===== config.mk =====
export PLATFORM = sky130hd
export DESIGN_NAME = smo_pair_select
export DESIGN_NICKNAME = d
export VERILOG_FILES = /design/src/rtl/smo_sel_pkg.sv /design/src/rtl/smo_set_classify.sv /design/src/rtl/smo_extreme_track.sv /design/src/rtl/smo_pair_select.sv
export SDC_FILE = /design/constraint.sdc
export NUM_CORES = 1
export LEC_CHECK = 0
export BUFFER_PORTS_ARGS = -buffer_cell sky130_fd_sc_hd__buf_2
export CAP_MARGIN = 20
export CORE_AREA = 4 4 176 178
export CTS_CLUSTER_DIAMETER = 80
export DETAILED_ROUTE_END_ITERATION = 16
export DIE_AREA = 0 0 180 182
export PLACE_DENSITY_LB_ADDON = 0.3
export SETUP_SLACK_MARGIN = 0.2
export SYNTH_ARGS = -nofsm -noshare
export SYNTH_HDL_FRONTEND = slang
export SYNTH_HIERARCHICAL = 1
export SYNTH_SLANG_ARGS = --single-unit

===== constraint.sdc =====
create_clock -name clk -period 9.8 [get_ports clk]
set_input_delay 1.96 -clock clk [delete_from_list [all_inputs] [get_ports clk]]
set_output_delay 1.96 -clock clk [all_outputs]
set_load 0.03 [all_outputs]

===== src/rtl/smo_sel_pkg.sv =====
package smo_sel_pkg;
  localparam int FIX_W         = 24;
  localparam int FRAC_W        = 18;
  localparam int SAMPLE_CYCLES = 5;

  typedef logic signed [FIX_W-1:0] fix_t;

  typedef enum logic [1:0] {
    SEL_IDLE = 2'd0,
    SEL_SCAN = 2'd1,
    SEL_FIN  = 2'd2
  } sel_state_e;
endpackage


===== src/rtl/smo_set_classify.sv =====
module smo_set_classify
  import smo_sel_pkg::*;
(
  input  logic label_pos,
  input  fix_t alpha,
  input  fix_t c_bound,
  output logic in_up,
  output logic in_low
);
  logic below_c, above_zero;

  always_comb begin
    below_c    = alpha < c_bound;
    above_zero = alpha > '0;
    in_up      = (below_c && label_pos) || (above_zero && !label_pos);
    in_low     = (below_c && !label_pos) || (above_zero && label_pos);
  end
endmodule


===== src/rtl/smo_extreme_track.sv =====
module smo_extreme_track
  import smo_sel_pkg::*;
#(
  parameter int IDX_W    = 4,
  parameter bit FIND_MAX = 1'b1
) (
  input  logic             clk,
  input  logic             rst_n,
  input  logic             clear,
  input  logic             sample_en,
  input  logic [IDX_W-1:0] cand_idx,
  input  fix_t             cand_val,
  output logic             found,
  output logic [IDX_W-1:0] best_idx,
  output fix_t             best_val
);
  logic beats;

  generate
    if (FIND_MAX) begin : g_max
      assign beats = cand_val > best_val;
    end else begin : g_min
      assign beats = cand_val < best_val;
    end
  endgenerate

  always_ff @(posedge clk or negedge rst_n) begin
    if (!rst_n) begin
      found    <= 1'b0;
      best_idx <= '0;
      best_val <= '0;
    end else if (clear) begin
      found <= 1'b0;
    end else if (sample_en && (!found || beats)) begin
      found    <= 1'b1;
      best_idx <= cand_idx;
      best_val <= cand_val;
    end
  end
endmodule


===== src/rtl/smo_pair_select.sv =====
module smo_pair_select
  import smo_sel_pkg::*;
#(
  parameter  int MAX_SAMPLES = 1024,
  localparam int IDX_W       = $clog2(MAX_SAMPLES),
  localparam int CNT_W       = $clog2(MAX_SAMPLES + 1)
) (
  input  logic                    clk,
  input  logic                    rst_n,
  input  logic                    start,
  input  logic [CNT_W-1:0]        num_samples,
  input  logic signed [FIX_W-1:0] c_bound,
  input  logic signed [FIX_W-1:0] tolerance,
  output logic                    busy,
  output logic                    done,
  output logic                    converged,
  output logic [IDX_W-1:0]        idx_up,
  output logic [IDX_W-1:0]        idx_low,
  output logic signed [FIX_W-1:0] f_up,
  output logic signed [FIX_W-1:0] f_low,
  output logic                    mem_rd_en,
  output logic [IDX_W-1:0]        mem_addr,
  input  logic                    mem_label,
  input  logic signed [FIX_W-1:0] mem_alpha,
  input  logic signed [FIX_W-1:0] mem_err
);
  localparam logic [2:0] PH_CAPT  = 3'd1;
  localparam logic [2:0] PH_CLASS = 3'd2;
  localparam logic [2:0] PH_TRACK = 3'd3;
  localparam logic [2:0] PH_LAST  = 3'(SAMPLE_CYCLES - 1);

  sel_state_e       state;
  logic [2:0]       ph;
  logic [CNT_W-1:0] k, m_q;
  fix_t             c_q, eps_q, alpha_q, err_q;
  logic             lab_q, up_hit_q, low_hit_q;
  logic             cls_up, cls_low;
  logic             accept, trk_up_en, trk_low_en;
  logic             up_found, low_found;
  logic [IDX_W-1:0] up_idx_w, low_idx_w;
  fix_t             up_val_w, low_val_w;
  logic signed [FIX_W:0] gap_w, eps_w;

  assign accept     = (state == SEL_IDLE) && start;
  assign busy       = (state != SEL_IDLE);
  assign mem_rd_en  = (state == SEL_SCAN) && (ph == 3'd0);
  assign mem_addr   = k[IDX_W-1:0];
  assign trk_up_en  = (state == SEL_SCAN) && (ph == PH_TRACK) && up_hit_q;
  assign trk_low_en = (state == SEL_SCAN) && (ph == PH_TRACK) && low_hit_q;
  assign gap_w = $signed({up_val_w[FIX_W-1], up_val_w}) - $signed({low_val_w[FIX_W-1], low_val_w});
  assign eps_w = $signed({eps_q[FIX_W-1], eps_q});

  smo_set_classify u_classify (
    .label_pos (lab_q),
    .alpha     (alpha_q),
    .c_bound   (c_q),
    .in_up     (cls_up),
    .in_low    (cls_low)
  );

  smo_extreme_track #(.IDX_W(IDX_W), .FIND_MAX(1'b1)) u_track_up (
    .clk       (clk),
    .rst_n     (rst_n),
    .clear     (accept),
    .sample_en (trk_up_en),
    .cand_idx  (k[IDX_W-1:0]),
    .cand_val  (err_q),
    .found     (up_found),
    .best_idx  (up_idx_w),
    .best_val  (up_val_w)
  );

  smo_extreme_track #(.IDX_W(IDX_W), .FIND_MAX(1'b0)) u_track_low (
    .clk       (clk),
    .rst_n     (rst_n),
    .clear     (accept),
    .sample_en (trk_low_en),
    .cand_idx  (k[IDX_W-1:0]),
    .cand_val  (err_q),
    .found     (low_found),
    .best_idx  (low_idx_w),
    .best_val  (low_val_w)
  );

  always_ff @(posedge clk or negedge rst_n) begin
    if (!rst_n) begin
      state     <= SEL_IDLE;
      ph        <= '0;
      k         <= '0;
      m_q       <= '0;
      c_q       <= '0;
      eps_q     <= '0;
      lab_q     <= 1'b0;
      alpha_q   <= '0;
      err_q     <= '0;
      up_hit_q  <= 1'b0;
      low_hit_q <= 1'b0;
      done      <= 1'b0;
      converged <= 1'b0;
      idx_up    <= '0;
      idx_low   <= '0;
      f_up      <= '0;
      f_low     <= '0;
    end else begin
      done <= 1'b0;
      unique case (state)
        SEL_IDLE: begin
          if (start) begin
            m_q   <= num_samples;
            c_q   <= c_bound;
            eps_q <= tolerance;
            k     <= '0;
            ph    <= '0;
            state <= (num_samples == '0) ? SEL_FIN : SEL_SCAN;
          end
        end
        SEL_SCAN: begin
          if (ph == PH_CAPT) begin
            lab_q   <= mem_label;
            alpha_q <= mem_alpha;
            err_q   <= mem_err;
          end
          if (ph == PH_CLASS) begin
            up_hit_q  <= cls_up;
            low_hit_q <= cls_low;
          end
          if (ph == PH_LAST) begin
            ph <= '0;
            if (k == m_q - 1'b1) state <= SEL_FIN;
            else                 k     <= k + 1'b1;
          end else begin
            ph <= ph + 1'b1;
          end
        end
        SEL_FIN: begin
          state <= SEL_IDLE;
          done  <= 1'b1;
          if (up_found && low_found) begin
            idx_up    <= up_idx_w;
            idx_low   <= low_idx_w;
            f_up      <= up_val_w;
            f_low     <= low_val_w;
            converged <= gap_w < eps_w;
          end else begin
            converged <= 1'b1;
          end
        end
        default: state <= SEL_IDLE;
      endcase
    end
  end
endmodule


==> flow_metrics.py <==
metrics = {
    "grt": {
        "antenna_found_initial": 4,
        "gr-total-overflow": 0,
        "grt_pass1_wl_mm": 55.7,
        "grt_max_degree": 136,
        "grt_pass1_vias": 10700,
        "grt_usage_pct": 20.4,
    },
    "clock_network": {
        "root_buffer": "clkbuf_16",
        "clkLatencyLatePin_ps": 540,
        "cts.sinks": 266,
        "ctsResizeCount": 0,
        "cts_tree": "done",
        "postCtsSetupBuffers": 0,
        "clkSlewWorstSetupHoldPaths_ps": 60,
        "cts_made_buffers": 28,
        "h-tree-depth": 1,
        "cts-hold-fix-buffers": 0,
        "cts-root-to-sink-buffers": 3,
    },
    "synth": {
        "yosysSeqAreaShare_pct": 45.9,
        "synth_edf_count": 0,
        "yosys.area_share.xor_xnor_pct": 1.91,
        "synth_compound_area_share_pct": 10.6,
        "avgSynthCellArea_sq_um": 10.5,
        "ys.warnings.count": 6,
        "synth.largest_area_cell": "dfrtp_1",
        "synth_top_family_by_area": "multiplexers",
        "synth-simple-area-share_pct": 12.2,
        "synthCells": 1385,
        "synth_fp_nets": 1622,
        "synth_fa_ha_area_share_pct": 10.9,
        "netlist_area_sq_um": 14500,
        "synthDistinctLibCells": 77,
        "synth_top_cell_area_share_pct": 45.9,
        "ys_ff_latch": 266,
        "async_flop_share_pct": 100,
        "synth_mux_area_share_pct": 12.7,
        "yosys-top-cells-area": "dfrtp_1 46%, ha_1 11%, mux2_2 9.6%",
        "synth_top_flop_cell": "dfrtp_1",
    },
    "timing": {
        "finalSetupTns_ps": 0,
        "final_max_slew_viol_count": 0,
        "max_freq_ghz": 0.226,
        "rsz0062_at_grt": "false",
        "tightest_slew_ps": 1010,
        "setup_viol": 0,
        "clock_skew_ps": 7.33,
        "finalHoldViolCount": 0,
        "max-slew-margin-rel_pct": 32.6,
        "layout_min_cycle_time_ps": 4420,
        "finalCritPeriodShare_pct": 45.1,
    },
    "final_layout": {
        "fill_cells": 2542,
        "drive_gt1_share_pct": 24.6,
        "area_growth_pct": 14.9,
        "final_common_cell": "dfrtp_1",
        "antenna_cells": 0,
        "layout_common_cells": "266 x dfrtp_1, 201 x nand2_1, 191 x buf_2",
        "utilization_pct": 56.7,
        "final_nets": 1799,
    },
    "routing": {
        "via_count": 10600,
        "post_drt_via_cell_ratio": 5.38,
        "drt-initial-drc-count": 607,
        "drc": 0,
        "routedWlPerCell_microns": 17.3,
        "dr.pass1.iters": 5,
        "antenna_left": 0,
        "wl_mm": 34.1,
    },
    "floorplan": {
        "core_area_sq_um": 29400,
        "dieWidth_microns": 180,
        "row_count": 63,
        "pin_count": 193,
        "initial_core_util_pct": 49.3,
        "dieArea_sq_um": 32800,
        "die_h_microns": 182,
    },
    "critical_path": {
        "arrival_ps": 4850,
        "critical_path.max_fanout": 48,
        "crit_required_ps": 10230,
        "endpoint_kind": "register",
        "worstSetupPathType": "in2reg",
        "reg2regPathDepth": 17,
        "start_kind": "input port",
    },
    "min_path": {
        "min_delay_path_depth": 2,
        "min_path_type": "reg2reg",
    },
    "power_and_ir_drop": {
        "switching_share_pct": 41.2,
        "switchingPower_w": 0.00239,
        "p_seq_share_pct": 31.9,
        "p_per_area_nw_per_um2": 348,
        "internal_power_w": 0.00341,
        "power_leakage_nw": 8.47,
        "pwr-share-clk_pct": 18.4,
        "vdd_drop_max_mv": 0.205,
        "combPwrFrac_pct": 49.7,
    },
    "status": {
        "outcome": "finished clean",
    },
    "placement": {
        "dp_hpwl_mm": 25.2,
        "gp_congestion": 0.887,
        "io_buffers": 192,
    },
    "job": {
        "cap_violations": 0,
    },
}
-- path summary, 6_finish.rpt --
path / from / endpoint / slack, ps
max reg2reg: u_track_up/best_val[7]$_DFFE_PN0P_ / converged$_DFFE_PN0P_ / 5810
min: c_q[12]$_DFFE_PN0P_ / c_q[12]$_DFFE_PN0P_ / 470
min in group asynchronous: rst_n / f_up[3]$_DFFE_PN0P_ / 1570
max in group asynchronous: rst_n / u_track_low/best_val[5]$_DFFE_PN0P_ / 6710
min reg2reg: c_q[12]$_DFFE_PN0P_ / c_q[12]$_DFFE_PN0P_ / 470
max: start / u_track_up/best_idx[8]$_DFFE_PN0P_ / 5380
-- flip-flops by register name, summed over array words and instances (netlist names), 24 cells and up --
signal                cells
f_up                     24
eps_q                    24
f_low                    24
u_track_low/best_val     24
alpha_q                  24
c_q                      24
err_q                    24
u_track_up/best_val      24
-- cells in the mapped netlist (all sizes together) (13+ instances only) --
| library cell | number |
|---|---|
| dfrtp | 266 |
| nand2 | 201 |
| mux2 | 163 |
| inv | 141 |
| ha | 125 |
| o21ai | 80 |
| a21oi | 62 |
| nor2 | 38 |
| buf | 31 |
| clkbuf | 22 |
| xnor2 | 20 |
| and3 | 17 |
| nand3 | 16 |
| nand4 | 15 |
| nor3 | 13 |
| nor4 | 13 |
-- through the flow --
stage / instances / total power [W] / area (sq um) / setup slack (ps) / hold slack (ps)
after floorplan: 1385 / 0.00399 / 14500 / 5740 / 438
after global placement: 1922 / 0.00460 / 15700 / 4870 / 457
after detailed placement: 1922 / 0.00472 / 15700 / 4740 / 463
after CTS: 1974 / 0.00582 / 16700 / 5310 / 478
after global routing: 1974 / 0.00631 / 16700 / 5180 / 497
final: 1974 / 0.00579 / 16700 / 5380 / 474
-- critical path: stages --
cell and delay (ps):
buf_2 120, nand2_1 90, inv_2 530, nor2b_1 220, nand2_1 140, or3b_1 110, a22oi_1 110, a221oi_4 750
buf_4 420, mux2_2 370
-- area by class of cell --
| class | instances | area (sq um) | area share (%) |
|---|---|---|---|
| clock buffer | 40 | 816 | 4.89 |
| clock inverter | 12 | 128 | 0.766 |
| inverter | 141 | 529 | 3.18 |
| multi-input combinational | 925 | 7020 | 42.1 |
| sequential | 266 | 6660 | 39.9 |
| tap | 390 | 488 | 2.93 |
| timing repair buffer | 200 | 1030 | 6.19 |
-- metal layers --
layer	up-vias	global-route usage, %	wire (microns)	share of wire, %
li1	5163	-	-	-
met2	254	33.5	15800	46
met1	5139	27.4	15300	45
met4	8	4.85	735	2.2
met5	-	0	55	0.16
met3	60	4.97	2190	6.4
-- logic make-up after synthesis --
group | after synthesis
AOI/OAI and AO/OA | 241
buffers and inverters | 194
muxes | 163
adders and majority gates | 126
xor gates and xnor gates | 30
DFF | 266
and+or+nand+nor | 365
-- power groups by stage --
stage	clock [W]	combinational, W	sequential [W]
global placement	0	0.00276	0.00184
CTS	0.00109	0.00288	0.00184
floorplan	0	0.00224	0.00175
global route	0.00114	0.00326	0.00190
finish	0.00107	0.00288	0.00185
detailed placement	0	0.00285	0.00186
(Power assumes the default switching activity.)
